### src/rtl/ee_ctl_pkg.sv
package ee_ctl_pkg;
  typedef enum logic [1:0] {ST_IDLE, ST_SHIFT, ST_GAP, ST_WAIT} ee_state_e;

  localparam logic [1:0] OP_EXT   = 2'd0;
  localparam logic [1:0] OP_WRITE = 2'd1;
  localparam logic [1:0] OP_READ  = 2'd2;
  localparam logic [1:0] OP_ERASE = 2'd3;

  localparam int HDR_BITS  = 9;
  localparam int WORD_BITS = 16;
  localparam int FRAME_W   = HDR_BITS + WORD_BITS;
endpackage

### src/rtl/ee_sk_div.sv
module ee_sk_div #(
  parameter int DIV_W = 8
) (
  input  logic             clk_i,
  input  logic             rst_ni,
  input  logic             en_i,
  input  logic [DIV_W-1:0] div_i,
  output logic             tick_o
);
  logic [DIV_W-1:0] cnt_q;

  assign tick_o = en_i && (cnt_q == div_i);

  always_ff @(posedge clk_i or negedge rst_ni) begin
    if (!rst_ni)               cnt_q <= '0;
    else if (!en_i || tick_o)  cnt_q <= '0;
    else                       cnt_q <= cnt_q + 1'b1;
  end

  // with a non-zero divider, two ticks are never back to back
  a_r4_tick_spacing: assert property (@(posedge clk_i) disable iff (!rst_ni)
    (tick_o && div_i != '0) |=> (!tick_o || div_i == '0));
endmodule

### src/rtl/ee_shifter.sv
module ee_shifter #(
  parameter int FRAME_W   = 25,
  parameter int WORD_BITS = 16
) (
  input  logic                 clk_i,
  input  logic                 rst_ni,
  input  logic                 load_i,
  input  logic [FRAME_W-1:0]   load_val_i,
  input  logic                 shift_i,
  input  logic                 sin_i,
  output logic                 msb_o,
  output logic [WORD_BITS-2:0] rx_o
);
  logic [FRAME_W-1:0] sreg_q;

  always_ff @(posedge clk_i or negedge rst_ni) begin
    if (!rst_ni)      sreg_q <= '0;
    else if (load_i)  sreg_q <= load_val_i;
    else if (shift_i) sreg_q <= {sreg_q[FRAME_W-2:0], sin_i};
  end

  assign msb_o = sreg_q[FRAME_W-1];
  assign rx_o  = sreg_q[WORD_BITS-2:0];
endmodule

### src/rtl/ee_ready_wait.sv
module ee_ready_wait #(
  parameter int TIMEOUT = 4096
) (
  input  logic clk_i,
  input  logic rst_ni,
  input  logic start_i,
  input  logic active_i,
  input  logic ready_i,
  output logic done_o
);
  localparam int CW = (TIMEOUT > 2) ? $clog2(TIMEOUT) : 1;
  localparam logic [CW-1:0] LAST = CW'(TIMEOUT - 1);

  logic [CW-1:0] cnt_q;

  assign done_o = active_i && (ready_i || cnt_q == LAST);

  always_ff @(posedge clk_i or negedge rst_ni) begin
    if (!rst_ni)                 cnt_q <= '0;
    else if (start_i)            cnt_q <= '0;
    else if (active_i && !done_o) cnt_q <= cnt_q + 1'b1;
  end

  // the wait never runs past its limit
  a_r8_timeout_bound: assert property (@(posedge clk_i) disable iff (!rst_ni)
    active_i |-> (cnt_q <= LAST));
endmodule

### src/rtl/ee_cmd_ctrl.sv
module ee_cmd_ctrl
  import ee_ctl_pkg::*;
#(
  parameter int DIV_W   = 8,
  parameter int TIMEOUT = 4096
) (
  input  logic             clk_i,
  input  logic             rst_ni,
  input  logic [DIV_W-1:0] div_i,
  input  logic             cmd_we_i,
  input  logic [7:0]       cmd_wdata_i,
  input  logic             data_we_i,
  input  logic [15:0]      data_wdata_i,
  output logic [15:0]      cmd_rdata_o,
  output logic [15:0]      data_o,
  output logic             ee_cs_o,
  output logic             ee_sk_o,
  output logic             ee_di_o,
  input  logic             ee_do_i
);
  localparam int CNT_W = $clog2(FRAME_W + 1);
  localparam logic [CNT_W-1:0] LEN_LONG  = CNT_W'(FRAME_W);
  localparam logic [CNT_W-1:0] LEN_SHORT = CNT_W'(HDR_BITS);

  ee_state_e               state_q;
  logic [7:0]              cmd_q;
  logic [WORD_BITS-1:0]    data_q;
  logic                    cs_q, sk_q;
  logic [CNT_W-1:0]        bits_q;

  logic                    busy, accept, tick, shift, msb, wait_done;
  logic [WORD_BITS-2:0]    rx;
  logic [1:0]              new_op, cur_op;
  logic                    need_wait;
  logic [FRAME_W-1:0]      load_val;

  assign busy      = (state_q != ST_IDLE);
  assign accept    = cmd_we_i && !busy;
  assign new_op    = cmd_wdata_i[7:6];
  assign cur_op    = cmd_q[7:6];
  assign need_wait = (cur_op == OP_WRITE) || (cur_op == OP_ERASE);
  assign shift     = (state_q == ST_SHIFT) && tick && sk_q;
  assign load_val  = {1'b1, cmd_wdata_i, (new_op == OP_WRITE) ? data_q : {WORD_BITS{1'b0}}};

  ee_sk_div #(.DIV_W(DIV_W)) u_div (
    .clk_i  (clk_i),
    .rst_ni (rst_ni),
    .en_i   ((state_q == ST_SHIFT) || (state_q == ST_GAP)),
    .div_i  (div_i),
    .tick_o (tick)
  );

  ee_shifter #(.FRAME_W(FRAME_W), .WORD_BITS(WORD_BITS)) u_shift (
    .clk_i      (clk_i),
    .rst_ni     (rst_ni),
    .load_i     (accept),
    .load_val_i (load_val),
    .shift_i    (shift),
    .sin_i      (ee_do_i),
    .msb_o      (msb),
    .rx_o       (rx)
  );

  ee_ready_wait #(.TIMEOUT(TIMEOUT)) u_wait (
    .clk_i    (clk_i),
    .rst_ni   (rst_ni),
    .start_i  ((state_q == ST_GAP) && tick),
    .active_i (state_q == ST_WAIT),
    .ready_i  (ee_do_i),
    .done_o   (wait_done)
  );

  always_ff @(posedge clk_i or negedge rst_ni) begin
    if (!rst_ni) begin
      state_q <= ST_IDLE;
      cmd_q   <= '0;
      data_q  <= '0;
      cs_q    <= 1'b0;
      sk_q    <= 1'b0;
      bits_q  <= '0;
    end else begin
      unique case (state_q)
        ST_IDLE: begin
          if (data_we_i) data_q <= data_wdata_i;
          if (accept) begin
            cmd_q   <= cmd_wdata_i;
            cs_q    <= 1'b1;
            sk_q    <= 1'b0;
            bits_q  <= (new_op == OP_WRITE || new_op == OP_READ) ? LEN_LONG : LEN_SHORT;
            state_q <= ST_SHIFT;
          end
        end
        ST_SHIFT: begin
          if (tick) begin
            if (!sk_q) begin
              sk_q <= 1'b1;
            end else begin
              sk_q   <= 1'b0;
              bits_q <= bits_q - 1'b1;
              if (bits_q == CNT_W'(1)) begin
                cs_q    <= 1'b0;
                state_q <= need_wait ? ST_GAP : ST_IDLE;
                if (cur_op == OP_READ) data_q <= {rx, ee_do_i};
              end
            end
          end
        end
        ST_GAP: begin
          if (tick) begin
            cs_q    <= 1'b1;
            state_q <= ST_WAIT;
          end
        end
        ST_WAIT: begin
          if (wait_done) begin
            cs_q    <= 1'b0;
            state_q <= ST_IDLE;
          end
        end
        default: state_q <= ST_IDLE;
      endcase
    end
  end

  assign cmd_rdata_o = {busy, 7'b0, cmd_q};
  assign data_o      = data_q;
  assign ee_cs_o     = cs_q;
  assign ee_sk_o     = sk_q;
  assign ee_di_o     = (state_q == ST_SHIFT) && msb;

  // lines quiet while idle
  a_r11_idle_quiet: assert property (@(posedge clk_i) disable iff (!rst_ni)
    (state_q == ST_IDLE) |-> (!ee_cs_o && !ee_sk_o && !ee_di_o));
  // busy visible right after acceptance
  a_r2_busy_after_accept: assert property (@(posedge clk_i) disable iff (!rst_ni)
    accept |=> cmd_rdata_o[15]);
  // start bit leads every frame
  a_r3_start_bit: assert property (@(posedge clk_i) disable iff (!rst_ni)
    accept |=> (ee_cs_o && ee_di_o));
  // data-out steady while the serial clock is high
  a_r3_di_stable_high: assert property (@(posedge clk_i) disable iff (!rst_ni)
    (ee_sk_o && $past(ee_sk_o)) |-> $stable(ee_di_o));
  // command held for the whole operation
  a_r10_cmd_held: assert property (@(posedge clk_i) disable iff (!rst_ni)
    (busy && $past(busy)) |-> $stable(cmd_rdata_o[7:0]));
  // select low through the gap
  a_r7_gap_cs_low: assert property (@(posedge clk_i) disable iff (!rst_ni)
    (state_q == ST_GAP) |-> !ee_cs_o);
endmodule

### config.mk
export PLATFORM = sky130hd
export DESIGN_NAME = ee_cmd_ctrl
export DESIGN_NICKNAME = d
export VERILOG_FILES = /design/src/rtl/ee_ctl_pkg.sv /design/src/rtl/ee_sk_div.sv /design/src/rtl/ee_shifter.sv /design/src/rtl/ee_ready_wait.sv /design/src/rtl/ee_cmd_ctrl.sv
export SDC_FILE = /design/constraint.sdc
export NUM_CORES = 1
export LEC_CHECK = 0
export ABC_AREA = 1
export BUFFER_PORTS_ARGS = -buffer_cell sky130_fd_sc_hd__buf_2
export CORE_MARGIN = 5
export CORE_UTILIZATION = 56
export CTS_CLUSTER_SIZE = 10
export DETAILED_ROUTE_END_ITERATION = 12
export HOLD_SLACK_MARGIN = 0.1
export PLACE_DENSITY_LB_ADDON = 0.2
export SLEW_MARGIN = 5
export SYNTH_ARGS = -nofsm -noshare
export SYNTH_HDL_FRONTEND = slang
export SYNTH_SLANG_ARGS = --single-unit
### constraint.sdc
create_clock -name clk_i -period 2.53 [get_ports clk_i]
set_clock_uncertainty 0.2 [all_clocks]
set_input_delay 0.253 -clock clk_i [delete_from_list [all_inputs] [get_ports clk_i]]
set_output_delay 0.253 -clock clk_i [all_outputs]
set_load 0.005 [all_outputs]
==> flow_summary.toml, run 1 <==
[cts]
post-cts-setup-buffers = 0
clk_pin_slew_ns = 0.09
postCtsHoldBufs = 27
cts_tree = "yes"
cts_buffers = 9
insertion_delay_ns = 0.35
cts.sinks = 78
root_buffer = "clkbuf_8"
cts-htree-levels = 3
clockBufferDepth = 2
ctsResizeCount = 0

[drt]
vias = 3651
drcViolationCount = 0
drt-pass1-iter-count = 5
viasPerCell = 5.07
ant_nets = 0
finalWirelength_um = 9180
drt_iter0_markers = 159
wl_per_cell_um = 12.8

[placed_design]
port_buffers = 64
hpwl_um = 6170
dpl_cell_area_mm2 = 0.00451
dp_cells = 678
place.gp.congestion = 0.831

[hold_path]
hp-class = "primary input to flip-flop"

[sta]
tns_ns = 0
rsz0062_at_grt = "false"
worst_pin_slew_ns = 0.682
setup_viol = 0
finalCriticalPeriod_ns = 2.33
hold_viol = 0
max_slew_margin_pct = 54.5
max_freq_mhz = 429
fin_crit_sh_pct = 92.1
slew_violations = 0

[power]
p_leak_nw = 2.56
peakVddDrop_v = 0.000484
power_density_mw_per_mm2 = 1100
p_total_w = 0.00549

[logic_synthesis]
synth_top_family_by_area = "simple AND/OR/NAND/NOR gates"
synth_top_cells_by_area = "dfrtp_1 (47%), nand2_1 (16%), o21ai_0 (6.5%), nand3_1 (4.5%), inv_1 (4.3%)"
synth_xor_area_share_pct = 2.32
yosys.area_share.simple_pct = 27.1
synth-seq-cells = 78
syn-cell-area_mm2 = 0.00415
async_flop_share_pct = 100
yosys.area.top_type_share_pct = 47.0
synth_compound_area_share_pct = 10.7
avgSynthCellArea_um2 = 7.79
synth-adder-area-share_pct = 3.01
ys_top_cells_by_count = "nand2_1 (173), dfrtp_1 (78), o21ai_0 (54), inv_1 (48), nand3_1 (37)"
synth.most_common_cell = "nand2_1"
ys.flop_type = "dfrtp_1"
synth_area_leader_cell = "dfrtp_1"
synth_cell_types = 35
synth_mux_area_share_pct = 0.964
synth_enable_flop_cells = 0
synth_warnings = 0
synth-seq-area-share_pct = 47.0
syn_inst = 533

[global_routing]
antenna_found_initial = 0
track_usage_pct = 21.9
grt_pass1_wl_um = 16000
grt_overflow = 0
first_global_vias = 3611
grt_max_degree = 43

[die]
die_y_um = 96.1
die_x_um = 96.1
core-area_mm2 = 0.00725
dieArea_mm2 = 0.00924
io-pin-count = 72
rows = 31
start_util_pct = 57.3

[critical_path]
crit_path_end_kind = "flip-flop"
startpoint_type = "flip-flop"
crit_type = "flip-flop to flip-flop"
arrival_ns = 2.36
cp.required_ns = 2.57
crit_fanout = 38

[finish]
fin_util_pct = 68.9
antennaDiodeCount = 0
fin_nets = 664
synthToLayoutAreaGrowth_pct = 20.3
final_cells = 720
final_cell_area_mm2 = 0.00500
drive_above_1_share_pct = 16.4

[run]
drv_cap = 0

[status]
status = "finished clean"
state kept, by name, summed over array words and instances, names as in the netlist, named ones only:
signal	flops
ee_sk_o	1
data_o	16
state_q	1
u_shift.sreg_q	25
u_wait.cnt_q	12
ee_cs_o	1
bits_q	5
u_div.cnt_q	8
cmd_q	8
path summary, 6_finish.rpt:
check	endpoint	cells after the start	start	slack [ns]
setup reg to reg	data_o[0]	6	flip-flop	0.20
max in group asynchronous	u_shift.sreg_q[10]	3	rst_ni	1.30
setup / recovery	data_o[0]	6	flip-flop	0.20
hold / removal	ee_sk_o	4	cmd_we_i	0.15
hold reg to reg	cmd_q[0]	2	cmd_q[0]	0.28
min in group asynchronous	u_wait.cnt_q[10]	2	rst_ni	0.23
per-stage QoR:
stage | hold slack [ns] | worst slack (ns)
2_1_floorplan | -0.243 | 0.630
6_report | 0.147 | 0.201
3_3_place_gp | 0.0845 | 0.420
5_1_grt | 0.168 | 0.0973
4_1_cts | 0.135 | 0.225
3_5_place_dp | 0.0841 | 0.324
final cells by class:
class / instances / area [um^2]
fillers: 606 / 2260
repair buffers: 97 / 651
flip-flops and latches: 78 / 1950
clock buffers: 10 / 138
multi-input cells: 380 / 1860
inverters: 51 / 191
well taps: 99 / 124
clock inverters: 5 / 82.6
critical path: stages (launching register included):
cell and delay [ns]:
dfrtp_1 0.41, inv_1 0.11, ha_1 0.22, buf_4 0.40, mux2i_1 0.23, dlygate4sd3_1 0.57
o21ai_1 0.07
layer usage:
metal / GRT usage (%) / routed length (um) / up-vias
met4: 8.18 / 162 / 0
li1: - / - / 1858
met1: 28.8 / 4140 / 1691
met5: 0 / 0 / -
met3: 3.60 / 440 / 16
met2: 36.3 / 4440 / 86
kinds of logic after synthesis:
logic type / count (synthesis)
other: 1
adder cells (fa/ha/maj): 10
multiplexers: 4
buffers and inverters: 81
flip-flops: 78
AND/OR/NAND/NOR: 261
XOR/XNOR: 11
AO/OA/AOI/OAI: 87
layout by cell type, fill, tap and decap left out, drive strengths merged:
| cell type | instances |
|---|---|
| buf | 70 |
| nor3 | 5 |
| conb | 7 |
| ha | 10 |
| a31oi | 2 |
| mux2i | 4 |
| nor3b | 3 |
| nand4 | 4 |
| nand2 | 176 |
| xnor2 | 6 |
| or2 | 3 |
| inv | 52 |
| clkbuf | 10 |
| nand3b | 2 |
| xor2 | 5 |
| o21ai | 75 |
| dfrtp | 78 |
| nor2 | 26 |
| o211ai | 1 |
| nand3 | 40 |
| nor4 | 1 |
| clkinv | 2 |
| a21oi | 9 |
| and3 | 1 |
| bufinv | 2 |
| dlygate4sd3 | 27 |
where the power goes:
part / switching [W] / internal (W) / total (W)
clock: 0.000459 / 0.000581 / 0.00104
sequential: 0.000343 / 0.00175 / 0.00209
combinational: 0.00146 / 0.000906 / 0.00236
No activity file was read; power rests on OpenSTA's default activity.
==> run 2: changes to the inputs <==
Settings changed: CORE_UTILIZATION 56 to 57, SETUP_SLACK_MARGIN set to 0.1, SKIP_CTS_REPAIR_TIMING set to 1, SYNTH_HIERARCHICAL set to 1.
==> flow_summary.toml, run 2 <==
[sta]
setup_viol = 0
max_slew_margin_pct = 54.4
tns_ns = 0
rsz0062_at_grt = "false"
layout_setup_ws_ns = 0.288
fin_crit_sh_pct = 88.6
worst_pin_slew_ns = 0.684
finalCriticalPeriod_ns = 2.24
hold_viol = 0
max_freq_mhz = 446
slew_violations = 0

[drt]
wl_per_cell_um = 13.8
viasPerCell = 5.30
finalWirelength_um = 11000
drt_iter0_markers = 257
drcViolationCount = 0
drt-pass1-iter-count = 5
ant_nets = 0
vias = 4221

[placed_design]
port_buffers = 64
pre_cts_slack_ns = 0.311
place.gp.congestion = 0.924
hpwl_um = 7610

[critical_path]
arrival_ns = 2.29
startpoint_type = "flip-flop"
crit_type = "flip-flop to flip-flop"
cp.required_ns = 2.57
crit_path_end_kind = "flip-flop"
crit_fanout = 13

[status]
status = "finished clean"

[finish]
final_common_cell = "nand2_1"
synthToLayoutAreaGrowth_pct = 15.0
drive_above_1_share_pct = 17.4
antennaDiodeCount = 0
fin_nets = 735
largest_register_ffs = 25
top_register = "u_shift/sreg_q"
mostFrequentLayoutCells = "nand2_1 (253), nand3_1 (80), dfrtp_1 (78)"

[logic_synthesis]
syn_inst = 625
synth-seq-cells = 78
syn-cell-area_mm2 = 0.00462
ys.flop_type = "dfrtp_1"
synth_top_cells_by_area = "dfrtp_1 (42%), nand2_1 (21%), nand3_1 (8.7%), buf_4 (4.7%), inv_1 (4.1%)"
async_flop_share_pct = 100
ys_top_cells_by_count = "nand2_1 (254), nand3_1 (80), dfrtp_1 (78), inv_1 (50)"
synth_warnings = 6
synth-seq-area-share_pct = 42.3
synth_area_leader_cell = "dfrtp_1"
synth_cell_types = 31
synth_enable_flop_cells = 0
yosys.area.top_type_share_pct = 42.3
synth.most_common_cell = "nand2_1"
avgSynthCellArea_um2 = 7.39

[global_routing]
grt_max_degree = 50
first_global_vias = 3962
track_usage_pct = 22.1
grt_pass1_wl_um = 18200
grt_overflow = 0
antenna_found_initial = 0

[die]
core-area_mm2 = 0.00781
die_x_um = 100
start_util_pct = 59.1
die_y_um = 100
rows = 32
io-pin-count = 72
dieArea_mm2 = 0.0100

[power]
clockPowerShare_pct = 19.4
p_leak_nw = 2.90
pwr-share-comb_pct = 44.7
power.switching_w = 0.00243
p_total_w = 0.00555
power_frac_seq_pct = 36.0
p_int_w = 0.00312
peakVddDrop_v = 0.000569
power_density_mw_per_mm2 = 1050
p_sw_share_pct = 43.8

[cts]
root_buffer = "clkbuf_8"
insertion_delay_ns = 0.36
cts_tree = "yes"
cts-htree-levels = 3
clk_pin_slew_ns = 0.09
cts.sinks = 78
cts_buffers = 9
clockBufferDepth = 2

[hold_path]
hp-class = "primary input to flip-flop"

[run]
drv_cap = 0
-- run 2: cell count changes after synthesis, sizes merged, moves of 6 or more --
| cell | before | now |
|---|---|---|
| nand2 | 176 | 258 |
| o21ai | 75 | 14 |
| nand3 | 40 | 83 |
| buf | 20 | 44 |
| nand4 | 4 | 19 |
| nor2 | 26 | 36 |
| a21oi | 9 | 1 |
| clkbuf | 10 | 4 |
-- run 2: cell families (layout without fill, tap and decap cells) --
group	Yosys count	in the layout	share of synthesized area (%)
flops	78	78	42.3
fa+ha+maj	9	9	2.44
buf+inv	104	166	12.2
simple gates	401	402	38.2
other cells	2	8	0.163
compound gates	17	17	2.09
xor+xnor	14	14	2.66
-- run 2: path summary, 6_finish.rpt --
check,from,to,slack [ns],cells after the start
worst max-delay path,flip-flop,data_o[10],0.29,7
worst min-delay path,data_wdata_i[13],data_o[13],0.06,5
worst max register to register,flip-flop,data_o[10],0.29,7
worst min register to register,u_shift/sreg_q[21],u_shift/sreg_q[21],0.29,2
max in group asynchronous,rst_ni,cmd_q[4],1.37,3
min in group asynchronous,rst_ni,u_shift/sreg_q[4],0.17,2
-- run 2: metal layers --
metal	wire [um]	vias up	track usage, %	part of all wire (%)
met5	0	-	0	0
met4	107	0	4.46	0.98
met3	710	14	5.07	6.5
met2	5510	139	38.6	50
met1	4620	2007	28.4	42
li1	-	2061	-	-
-- run 2: layout make-up --
type / instances / area, um^2
fill: 650 / 2500
multi-input combinational: 450 / 2170
sequential: 78 / 1950
timing repair buffer: 94 / 618
inverter: 56 / 214
clock buffer: 10 / 138
tap: 102 / 128
clock inverter: 6 / 92.6
-- run 2: critical path, cell delays in order, from the launching register on --
cell	delay, ns
dfrtp_1	0.42
inv_1	0.10
ha_1	0.30
buf_4	0.23
nand2_1	0.38
buf_4	0.34
nand4_1	0.09
nand2_1	0.07
-- run 2: per-stage QoR --
stage,util [%],instances,hold WS (ns),area [um^2]
after floorplan,-,631,-0.243,4640
after global placement,62.1,760,0.0147,4850
after detailed placement,62.1,760,0.0148,4850
after CTS,65.1,776,-0.367,5080
after global routing,68.0,796,0.102,5310
final,68.0,796,0.0602,5310
-- run 2: power by group through the flow --
stage | clock, W | sequential, W | combinational [W]
after floorplan | 0 | 0.00195 | 0.00181
after global placement | 0 | 0.00200 | 0.00226
after detailed placement | 0 | 0.00201 | 0.00234
after CTS | 0.00109 | 0.00200 | 0.00235
after global routing | 0.00115 | 0.00206 | 0.00279
final | 0.00108 | 0.00200 | 0.00248
==> run 3: changes to the inputs <==
Settings changed: CORE_UTILIZATION 57 to 56, SYNTH_HIERARCHICAL 1 to not set.
==> flow_summary.toml, run 3 (synthesis results as in run 1) <==
[status]
status = "finished clean"

[critical_path]
startpoint_type = "flip-flop"
crit_path_end_kind = "flip-flop"
crit_type = "flip-flop to flip-flop"
cp.required_ns = 2.57
crit_fanout = 38
arrival_ns = 2.37

[power]
p_leak_nw = 2.56
peakVddDrop_v = 0.000484
power_density_mw_per_mm2 = 1100

[cts]
root_buffer = "clkbuf_8"
cts-htree-levels = 3
cts_tree = "yes"
cts_buffers = 9
clockBufferDepth = 2
insertion_delay_ns = 0.35
cts.sinks = 78
clk_pin_slew_ns = 0.09

[die]
die_y_um = 96.1
dieArea_mm2 = 0.00924
core-area_mm2 = 0.00725
die_x_um = 96.1
rows = 31
start_util_pct = 57.3
io-pin-count = 72

[finish]
nFillCells = 606
largest_register_ffs = 25
top_register = "u_shift.sreg_q"
drive_above_1_share_pct = 16.5
fin_nets = 663
mostFrequentLayoutCells = "nand2_1 (173), dfrtp_1 (78), buf_2 (63)"
final_cells = 719
antennaDiodeCount = 0
synthToLayoutAreaGrowth_pct = 20.1
final_common_cell = "nand2_1"

[sta]
max_slew_margin_pct = 55.5
finalCriticalPeriod_ns = 2.34
hold_viol = 0
setup_viol = 0
max_freq_mhz = 428
worst_pin_slew_ns = 0.668
rsz0062_at_grt = "false"
fin_crit_sh_pct = 92.3
tns_ns = 0
slew_violations = 0

[drt]
wl_per_cell_um = 12.8
drcViolationCount = 0
vias = 3663
drt-pass1-iter-count = 5
ant_nets = 0
drt_iter0_markers = 157
finalWirelength_um = 9210
viasPerCell = 5.09

[global_routing]
met3_usage_pct = 3.60
grtUsageMet1_pct = 28.2
antenna_found_initial = 0
grt_pass1_wl_um = 15400
grt_overflow = 0
grt_max_degree = 43
use_met2_pct = 34.2
track_usage_pct = 21.1
first_global_vias = 3456
gr-max-usage-layer = "met2"

[run]
drv_cap = 0

[placed_design]
hpwl_um = 6170
port_buffers = 64
dp_cells = 678
place.gp.congestion = 0.831

[hold_path]
hp-class = "primary input to flip-flop"
## run 3: cell types whose count changed in the layout (fill, tap and decap cells not counted), sizes merged, moves of 3 or more
cell         change
dlygate4sd3      +8
nand3           -44
nand4           -15
nand2           -82
nor3b            +3
nor2            -10
buf              -6
inv              -4
xor2             -3
o21ai           +61
mux2i            +4
a21oi            +8
## run 3: where the power goes
part / internal (W) / switching [W]
sequential: 0.00175 / 0.000342
combinational: 0.000905 / 0.00146
clock: 0.000581 / 0.000461
total: 0.00323 / 0.00227
## run 3: path summary, 6_finish.rpt
kind                                 from                 end  slack [ns]  cells past startpoint
worst max register to register  flip-flop           data_o[0]        0.19                      6
max in group asynchronous          rst_ni  u_shift.sreg_q[10]        1.29                      3
min in group asynchronous          rst_ni    u_wait.cnt_q[10]        0.23                      2
worst min register to register   cmd_q[0]            cmd_q[0]        0.28                      2
worst min-delay path              ee_do_i   u_shift.sreg_q[0]        0.08                      5
worst max-delay path            flip-flop           data_o[0]        0.19                      6
## run 3: final cells by class
class / count / area, um^2 / area share [%]
clock inverters: 5 / 82.6 / 1.66
inverters: 51 / 191 / 3.84
flip-flops and latches: 78 / 1950 / 39.1
multi-input cells: 380 / 1860 / 37.3
well taps: 99 / 124 / 2.48
clock buffers: 10 / 138 / 2.76
repair buffers: 96 / 641 / 12.8
## run 3: per-layer routing
metal / part of all wire, % / routed length [um]
met1: 44 / 4100
met5: 0 / 0
met3: 5.6 / 513
met2: 48 / 4430
met4: 1.9 / 172
## run 3: worst max-delay path, stage by stage, from the launching register on
cell	delay, ns
dfrtp_1	0.41
inv_1	0.11
ha_1	0.22
buf_4	0.40
mux2i_1	0.23
dlygate4sd3_1	0.57
o21ai_1	0.08
## run 3: metrics by stage
stage / hold WS [ns] / total power (W) / worst slack (ns) / utilization [%] / instance area (um^2)
after floorplan: -0.243 / 0.00380 / 0.630 / - / 4180
after detailed placement: 0.0841 / 0.00444 / 0.324 / 62.1 / 4510
after CTS: -0.303 / 0.00549 / 0.293 / 65.2 / 4730
after global placement: 0.0845 / 0.00435 / 0.420 / 62.1 / 4510
final: 0.0777 / 0.00550 / 0.195 / 68.8 / 4990
after global routing: 0.148 / 0.00604 / 0.0993 / 68.8 / 4990
